File: src/rtl/pfs_pkg.sv
package pfs_pkg;

    localparam int NUM_STATES = 6;
    localparam int NUM_LINES  = 3;

    typedef enum logic [2:0] {
        ST_GAP_A = 3'd0,
        ST_ON_A  = 3'd1,
        ST_GAP_B = 3'd2,
        ST_ON_B  = 3'd3,
        ST_GAP_C = 3'd4,
        ST_ON_C  = 3'd5
    } fire_st_e;

    // Line pattern that belongs to each state
    function automatic logic [NUM_LINES-1:0] fire_decode(input fire_st_e st);
        logic [NUM_LINES-1:0] pat;
        case (st)
            ST_ON_A: pat = 3'b001;
            ST_ON_B: pat = 3'b010;
            ST_ON_C: pat = 3'b100;
            default: pat = 3'b000;
        endcase
        return pat;
    endfunction

    function automatic fire_st_e fire_next(input fire_st_e st);
        fire_st_e nx;
        case (st)
            ST_GAP_A: nx = ST_ON_A;
            ST_ON_A:  nx = ST_GAP_B;
            ST_GAP_B: nx = ST_ON_B;
            ST_ON_B:  nx = ST_GAP_C;
            ST_GAP_C: nx = ST_ON_C;
            default:  nx = ST_GAP_A;
        endcase
        return nx;
    endfunction

endpackage

File: src/rtl/pfs_prescaler.sv
module pfs_prescaler #(
    parameter int TICK_DIV = 1000
) (
    input  logic clk,
    input  logic rst,
    output logic tick_o
);
    localparam int PW = (TICK_DIV > 1) ? $clog2(TICK_DIV) : 1;
    localparam logic [PW-1:0] LAST = PW'(TICK_DIV - 1);

    typedef struct packed {
        logic [PW-1:0] cnt;
    } pre_s;

    pre_s r_d, r_q;

    always_comb begin
        r_d = r_q;
        if (r_q.cnt == LAST) r_d.cnt = '0;
        else                 r_d.cnt = r_q.cnt + 1'b1;
    end

    always_ff @(posedge clk) begin
        if (rst) r_q <= '0;
        else     r_q <= r_d;
    end

    assign tick_o = (r_q.cnt == LAST);

    AST_PRE_RANGE: assert property (@(posedge clk) disable iff (rst)
        32'(r_q.cnt) < TICK_DIV);

    AST_PRE_WRAP: assert property (@(posedge clk) disable iff (rst)
        tick_o |=> (r_q.cnt == '0) || (TICK_DIV == 1));
endmodule

File: src/rtl/pfs_cycle_pos.sv
module pfs_cycle_pos #(
    parameter int CW = 11
) (
    input  logic          clk,
    input  logic          rst,
    input  logic          tick_i,
    input  logic [CW-1:0] limit_i,
    input  logic          wrap_i,
    output logic [CW-1:0] pos_o,
    output logic          hit_o
);
    typedef struct packed {
        logic [CW-1:0] pos;
    } pos_s;

    pos_s r_d, r_q;
    logic [CW-1:0] pos_inc;

    assign pos_inc = r_q.pos + 1'b1;
    assign hit_o   = tick_i && (pos_inc == limit_i);

    always_comb begin
        r_d = r_q;
        if (tick_i) begin
            if (hit_o && wrap_i) r_d.pos = '0;
            else                 r_d.pos = pos_inc;
        end
    end

    always_ff @(posedge clk) begin
        if (rst) r_q <= '0;
        else     r_q <= r_d;
    end

    assign pos_o = r_q.pos;

    AST_POS_BELOW_LIMIT: assert property (@(posedge clk) disable iff (rst)
        r_q.pos < limit_i);

    AST_POS_IDLE: assert property (@(posedge clk) disable iff (rst)
        !tick_i |=> $stable(r_q.pos));
endmodule

File: src/rtl/pfs_state_ctl.sv
module pfs_state_ctl
    import pfs_pkg::*;
(
    input  logic                 clk,
    input  logic                 rst,
    input  logic                 hit_i,
    output fire_st_e             state_o,
    output logic                 wrap_o,
    output logic [NUM_LINES-1:0] phase_o
);
    typedef struct packed {
        fire_st_e             st;
        logic [NUM_LINES-1:0] lines;
    } ctl_s;

    ctl_s r_d, r_q;

    // transition process
    always_comb begin
        r_d.st = r_q.st;
        if (hit_i) r_d.st = fire_next(r_q.st);
    end

    // output decode process, registered alongside the state
    always_comb begin
        r_d.lines = fire_decode(r_d.st);
    end

    always_ff @(posedge clk) begin
        if (rst) begin
            r_q.st    <= ST_GAP_A;
            r_q.lines <= '0;
        end else begin
            r_q <= r_d;
        end
    end

    assign state_o = r_q.st;
    assign wrap_o  = (r_q.st == ST_ON_C);
    assign phase_o = r_q.lines;

    AST_ONE_LINE: assert property (@(posedge clk) disable iff (rst)
        $onehot0(phase_o));

    AST_NO_DIRECT_SWAP: assert property (@(posedge clk) disable iff (rst)
        (phase_o != '0) && ($past(phase_o) != '0) |-> phase_o == $past(phase_o));

    AST_HOLD_STATE: assert property (@(posedge clk) disable iff (rst)
        !hit_i |=> $stable(r_q.st));

    AST_WRAP_HOME: assert property (@(posedge clk) disable iff (rst)
        hit_i && wrap_o |=> (r_q.st == ST_GAP_A) && (phase_o == '0));
endmodule

File: src/rtl/phase_fire_seq.sv
module phase_fire_seq
    import pfs_pkg::*;
#(
    parameter int TICK_DIV = 1000,
    parameter int END0     = 269,
    parameter int END1     = 669,
    parameter int END2     = 938,
    parameter int END3     = 1338,
    parameter int END4     = 1607,
    parameter int END5     = 2007
) (
    input  logic       clk,
    input  logic       rst,
    output logic [2:0] phase_o
);
    localparam int CW = $clog2(END5 + 1);

    logic          tick;
    logic          hit;
    logic          wrap;
    logic [CW-1:0] pos;
    logic [CW-1:0] limit;
    fire_st_e      state;

    pfs_prescaler #(.TICK_DIV(TICK_DIV)) u_pre (
        .clk    (clk),
        .rst    (rst),
        .tick_o (tick)
    );

    // cumulative end point of the current state
    always_comb begin
        case (state)
            ST_GAP_A: limit = CW'(END0);
            ST_ON_A:  limit = CW'(END1);
            ST_GAP_B: limit = CW'(END2);
            ST_ON_B:  limit = CW'(END3);
            ST_GAP_C: limit = CW'(END4);
            default:  limit = CW'(END5);
        endcase
    end

    pfs_cycle_pos #(.CW(CW)) u_pos (
        .clk     (clk),
        .rst     (rst),
        .tick_i  (tick),
        .limit_i (limit),
        .wrap_i  (wrap),
        .pos_o   (pos),
        .hit_o   (hit)
    );

    pfs_state_ctl u_ctl (
        .clk     (clk),
        .rst     (rst),
        .hit_i   (hit),
        .state_o (state),
        .wrap_o  (wrap),
        .phase_o (phase_o)
    );

    AST_HIT_ON_TICK: assert property (@(posedge clk) disable iff (rst)
        hit |-> tick);

    AST_CYCLE_RESTART: assert property (@(posedge clk) disable iff (rst)
        hit && wrap |=> pos == '0);
endmodule

File: config.mk
export PLATFORM = sky130hd
export DESIGN_NAME = phase_fire_seq
export DESIGN_NICKNAME = d
export VERILOG_FILES = /design/src/rtl/pfs_pkg.sv /design/src/rtl/pfs_prescaler.sv /design/src/rtl/pfs_cycle_pos.sv /design/src/rtl/pfs_state_ctl.sv /design/src/rtl/phase_fire_seq.sv
export SDC_FILE = /design/constraint.sdc
export NUM_CORES = 1
export LEC_CHECK = 0
export BUFFER_PORTS_ARGS = -buffer_cell sky130_fd_sc_hd__buf_2
export CORE_MARGIN = 1
export CORE_UTILIZATION = 56
export CTS_CLUSTER_SIZE = 8
export DETAILED_ROUTE_END_ITERATION = 7
export PLACE_DENSITY = 0.86
export SLEW_MARGIN = 25
export SYNTH_ARGS = -nofsm -noshare
export SYNTH_HDL_FRONTEND = slang
export SYNTH_SLANG_ARGS = --single-unit
File: constraint.sdc
create_clock -name clk -period 2.7 [get_ports clk]
set_clock_uncertainty 0.05 [all_clocks]
set_input_delay 0.27 -clock clk [delete_from_list [all_inputs] [get_ports clk]]
set_output_delay 0.27 -clock clk [all_outputs]
set_load 0.01 [all_outputs]
; ---- After elaboration in Yosys (flattened, before gate mapping)
; Cells that the tools add are included.
; W data, S select, Z words.
[word_totals]
ff_bits = 27
in_bits = 2
out_inout_bits = 3
word_cells = 25
[classes]
addsub = 2
n_eq_ne = 10
mux = 5
reduce_logical = 4
[op_table]
columns = operator, n
row1 = $pmux W11 S5, 1
row2 = $pmux W3 S5, 1
row3 = $add A11 B1 Y11 const B, 1
row4 = $eq A11 B11 Y1, 1
row5 = $mux W11, 1
row6 = $add A10 B1 Y10 const B, 1
row7 = $eq A10 B10 Y1 const B, 1
row8 = $eq A3 B2 Y1 const B, 3
row9 = $eq A3 B3 Y1 const B, 3
row10 = $pmux W3 S3, 1
row11 = $eq A3 B1 Y1 const B, 2
row12 = $logic_not A3 Y1, 1
row13 = $mux W3, 1
row14 = $logic_and A1 B1 Y1, 2
row15 = $reduce_or A2 Y1, 1

; ---- Longest topological paths before layout
[depth]
ltp_word = 7
mapped_depth = 9

; ---- Cells and area by module
; A second synthesis with hierarchy kept.
[hier_totals]
cells_unflattened = 207
area_unflattened_um2 = 1737.9
[by_module_without_submodules]
columns = module, instances, cells_each, area_each_um2, seq_area_each_um2
row1 = pfs_cycle_pos, 1, 112, 912.1, 220.2
row2 = pfs_prescaler, 1, 56, 490.5, 200.2
row3 = pfs_state_ctl, 1, 26, 260.2, 120.1
row4 = phase_fire_seq, 1, 13, 75.1, 0.0

; ---- Worst setup path before layout
; Ideal clock, no wire load.
[synth_path]
kind = register to register
startpoint = register u_pos.r_q, in the netlist u_pos.pos_o[0]
endpoint = register u_ctl.r_q, in the netlist u_ctl.state_o[2]
setup_ps = 116
t_arrival_ps = 2376
required_time_ps = 2534
path_slack_ps = 158
path_stages_with_launch = 9
cell_sequence = dfxtp_1 ha_1 nand4_4 nor4_4 o32ai_1 a2111oi_4 o2111a_4 a211oi_1 a41o_1
[synth_via]
elab_chain_len = 4
[synth_rtl]
columns = item, line_no
row1 = "start, declared", pfs_cycle_pos.sv:16  ; pos_s r_d, r_q;
row2 = "start signal, assigned", pfs_cycle_pos.sv:32  ; else r_q <= r_d;
row3 = $add A11 B1 Y11, pfs_cycle_pos.sv:19  ; assign pos_inc = r_q.pos + 1'b1;
row4 = $eq A11 B11 Y1, pfs_cycle_pos.sv:20  ; assign hit_o = tick_i && (pos_inc == limit_i);
row5 = $logic_and A1 B1 Y1, pfs_cycle_pos.sv:20
row6 = $mux W3, pfs_state_ctl.sv:21  ; if (hit_i) r_d.st = fire_next(r_q.st);
row7 = "end signal, assigned", pfs_state_ctl.sv:34  ; r_q <= r_d;
row8 = "end, declared", pfs_state_ctl.sv:16  ; ctl_s r_d, r_q;
; No other way between the ends.
; A chain may end at the register's enable or synchronous reset.

; ---- Worst setup path after layout
[layout_path]
startpoint = register u_pos.r_q, in the netlist u_pos.pos_o[2]
endpoint = register u_pos.r_q, in the netlist u_pos.pos_o[4]
[layout_via]
elab_chain_len = 5
[layout_rtl]
columns = item, line_no
row1 = $add A11 B1 Y11 *, pfs_cycle_pos.sv:19
row2 = $eq A11 B11 Y1, pfs_cycle_pos.sv:20
row3 = $logic_and A1 B1 Y1, pfs_cycle_pos.sv:20
row4 = $logic_and A1 B1 Y1, pfs_cycle_pos.sv:25  ; if (hit_o && wrap_i) r_d.pos = '0;
row5 = $mux W11 *, pfs_cycle_pos.sv:25
; Every way passes the cells marked *; elsewhere a longest branch is shown, timed or not.

==> results.md <==
- For this run, the slowest stage of the critical path takes 0.52 ns.
- Counting flops and latches in the post-synthesis netlist gives 27.
- The post-detailed-placement half-perimeter wirelength is 2635 microns.
- The finished layout holds 258 standard cells, fillers aside.
- The count of final hold-check violations is 0.
- The most area-hungry cell type in the Yosys netlist is dfxtp_1.
- The first detailed-routing pass ran for 4 iterations.
- Setup repair after global routing could not meet its margin everywhere.
- For this design, the sink count on the clock tree is 27.
- The number of setup buffers added after CTS is 0.
- In the final layout, the share of cells above drive strength 1 is 20.09%.
- The total number of H-tree levels is 1.
- Across every metal layer, demand over resource in global routing totals 23.43%.
- The number of different library cells used by synthesis comes to 64.
- The share of the clock period used by the worst path after layout is 94.72%.
- The number of nets in the layout is 219.
- The share of the synthesized area in the top cell type is 29.96%.
- The Yosys step of the flow raised 0 warnings.
- Once layout is done, the placed cells without fillers occupy 1893 sq um.
- The reported leakage power is 0.0006994 uW.
- In this run the worst path has a maximum fanout of 9.
- The number of placement rows is 20.
- The via count of the first global-routing pass is 1381.
- The number of port buffers is 4.
- The kind of cell with the highest combined delay along the critical path is simple AND/OR/NAND/NOR gates.
- The number of antenna diodes in the final layout is 0.
- The highest ir drop seen on vdd is 278.7 uV.
- The tool flagged a number of max-cap violations equal to 0.
- The DRC violation count after routing is 0.
- The clock insertion delay at the later pin of the skew report is 0.34 ns.
- Dividing the detail-routed wire length by the instance count gives 13.99 microns.
- The die is 58.76 microns tall.
- The cell count after placement is 254.
- The synthesized area is 1804 sq um.
- After clock tree synthesis, the clock-pin slew on the worst setup and hold paths is 0.15 ns.
- The flow ran to the end, and the final reports show no timing, DRC or antenna violations.
- Counting every net in the synthesized netlist gives 211.
- The full die area is 3453 sq um.
- The most common cell in the synthesized netlist is dfxtp_1.
- The detail-routed via count per cell is 5.930.
- STA puts the critical path data required time at 2.91 ns.
- The number of buffers inserted by hold repair at cts is 0.
- The total overflow left after global routing is 0.
- 5 I/O pins were placed.
- From left edge to right edge, the die measures 58.76 microns.
- The pin count of the biggest net entering global routing is 28.
- The slowest stage of the critical path is the or4_4 cell.
- The core box area is 3053 sq um.
- The sum of buffers and inverters on the critical path is 0.
- In this run the remaining antenna-violating nets after routing total 0.
- Data on the critical path arrives at its endpoint at 2.76 ns.
- The transition time at the pin with the least slew margin is 0.5232 ns.
- The total area of sequential cells is 543.0 sq um.
- The maximum buffer depth of the clock tree is 2.
- After synthesis, the cell types taking the most area are dfxtp_1, nand2_1, nor3_1.
- The routed design has 3609 microns of wire.
- Clock tree synthesis inserted a total of 3 buffers.
- The shortest period the worst path allows is 2.557 ns.
- The filler cells instantiated in the layout total 267.
- The worst setup path is captured at a flop.
- Sequential cells were found to cover 29.96% of the synthesized design area.
- The worst setup path is of the reg -> reg kind.
- The max-slew violation count came to 0.
- The dominant register cell in the synthesized netlist is dfxtp_1.
- The routability congestion estimate is 0.8982.
- The effective utilization at floorplan is 59.10%.
- A synthesized cell averages 8.716 sq um.
- Static timing analysis puts the maximum clock frequency at 391.0 MHz.
- Setup violations remaining at the end of the flow were counted as 0.
- The ratio of total power to cell area is 326.9 nW/um^2.
- The wire length of the first global-routing pass is 6265 microns.
- The post-synthesis async set-or-reset flop share is 0%.
- Summing over every cut layer, the via total after detailed routing is 1530.
- The synthesized design contains 0 enable-type register cells.
- In the final layout, the multi-input gates occupy 1129 sq um.
- The initial antenna violation count is 0.
- The TritonCTS clock tree is done.
- The type of origin of the critical path is a flop.
- The worst relative slew slack is 64.85%.
- Counting every instance in the synthesized netlist gives 207.
- From synthesis to final layout, the design area changed by 4.924%.
- The number of gates resized after CTS was 0.
- The critical path goes through nand4_2, or4_4, and2_1, a32o_2, o2111ai_2, nand2_1, a311oi_1.
- The total cell area at the placement stage is 1861 sq um.
- The min-delay analysis places its worst path in the category in -> reg.
- The cell sitting at the root of the clock tree is a clkbuf_4.
- The initial DRC count is 53.
- Ranked by instance count, the synthesized netlist is headed by dfxtp_1, nand2_1, nor3_1, a21oi_1, nand3_1.
-- stage by stage --
| step | TNS, ns | setup slack (ns) | total power [uW] | util, % | hold WS [ns] |
|---|---|---|---|---|---|
| final | 0 | 0.1427 | 618.9 | 62.01 | 0.2591 |
| after global routing | -0.03357 | -0.01036 | 647.6 | 62.01 | 0.2626 |
| after CTS | 0 | 0.05820 | 625.9 | 61.93 | 0.2555 |
| after detailed placement | 0 | 0.1114 | 446.3 | 60.94 | 0.4291 |
| after global placement | 0 | 0.1770 | 445.8 | 60.94 | 0.4232 |
| after floorplan | 0 | 0.1581 | 440.4 | - | 0.3988 |
-- logic make-up (layout without fill, tap and decap cells) --
family                     after synthesis  after routing  synth area share [%]
adders and majority gates                2              2                 1.387
AOI/OAI and AO/OA                       46             46                 20.18
DFF                                     27             27                 29.96
muxes                                    1              1                0.5548
xor gates and xnor gates                16             16                 8.184
buffers and inverters                   19             26                 7.490
and+or+nand+nor                         96             96                 32.25
-- power breakdown --
part	internal [uW]	total, uW	switching (uW)
Sequential	404	410	5.86
Clock	56.9	181	125
Combinational	10.9	27.9	17.0
Total	472	619	147
-- worst reg2reg max path, cell delays in order, from the launching register on --
cell and delay, ns:
dfxtp_1 0.49, nand4_2 0.19, or4_4 0.52, and2_1 0.17, a32o_2 0.28, o2111ai_2 0.41
nand2_1 0.11, a311oi_1 0.26
-- per-layer routing --
layer  routed length, microns  vias to the layer above  global-route usage, %
met5                        0                        -                      0
met4                       59                        0                  9.864
met3                      101                        6                  2.198
met2                     1682                       28                  37.01
met1                     1765                      709                  32.61
li1                         -                      787                      -
-- layout by cell type, fill, tap and decap left out, types with 5 or more instances in the layout --
cell,netlist,routed
a21oi_1,12,12
buf_4,3,13
dfxtp_1,27,25
inv_1,5,5
nand2_1,22,22
nand3_1,12,12
nor2_1,8,8
nor3_1,16,16
o21ai_0,7,7
xnor2_1,8,8
xor2_1,7,7
-- registers in the layout (all words and copies together), names as in the netlist --
signal,count
u_ctl.phase_o,3
u_ctl.state_o,3
u_pos.pos_o,11
u_pre.r_q,10
-- final timing paths --
kind / startpoint / endpoint / slack, ns / cells past startpoint
max: u_pos.pos_o[2] / u_pos.pos_o[4] / 0.14 / 7
min: rst / u_pos.pos_o[6] / 0.26 / 4
max reg2reg: u_pos.pos_o[2] / u_pos.pos_o[4] / 0.14 / 7
min reg2reg: u_pre.r_q[0] / u_pre.r_q[0] / 0.45 / 1
-- cell type report --
| type | instances | share of cell area, % |
|---|---|---|
| Inverter | 5 | 0.9914 |
| Tap cell | 44 | 2.908 |
| Clock buffer | 3 | 1.190 |
| Multi-Input combinational cell | 161 | 59.62 |
| Sequential cell | 27 | 28.68 |
| Clock inverter | 1 | 0.3966 |
| Timing Repair Buffer | 17 | 6.213 |
Note: power is estimated with default switching activity, not from simulation.
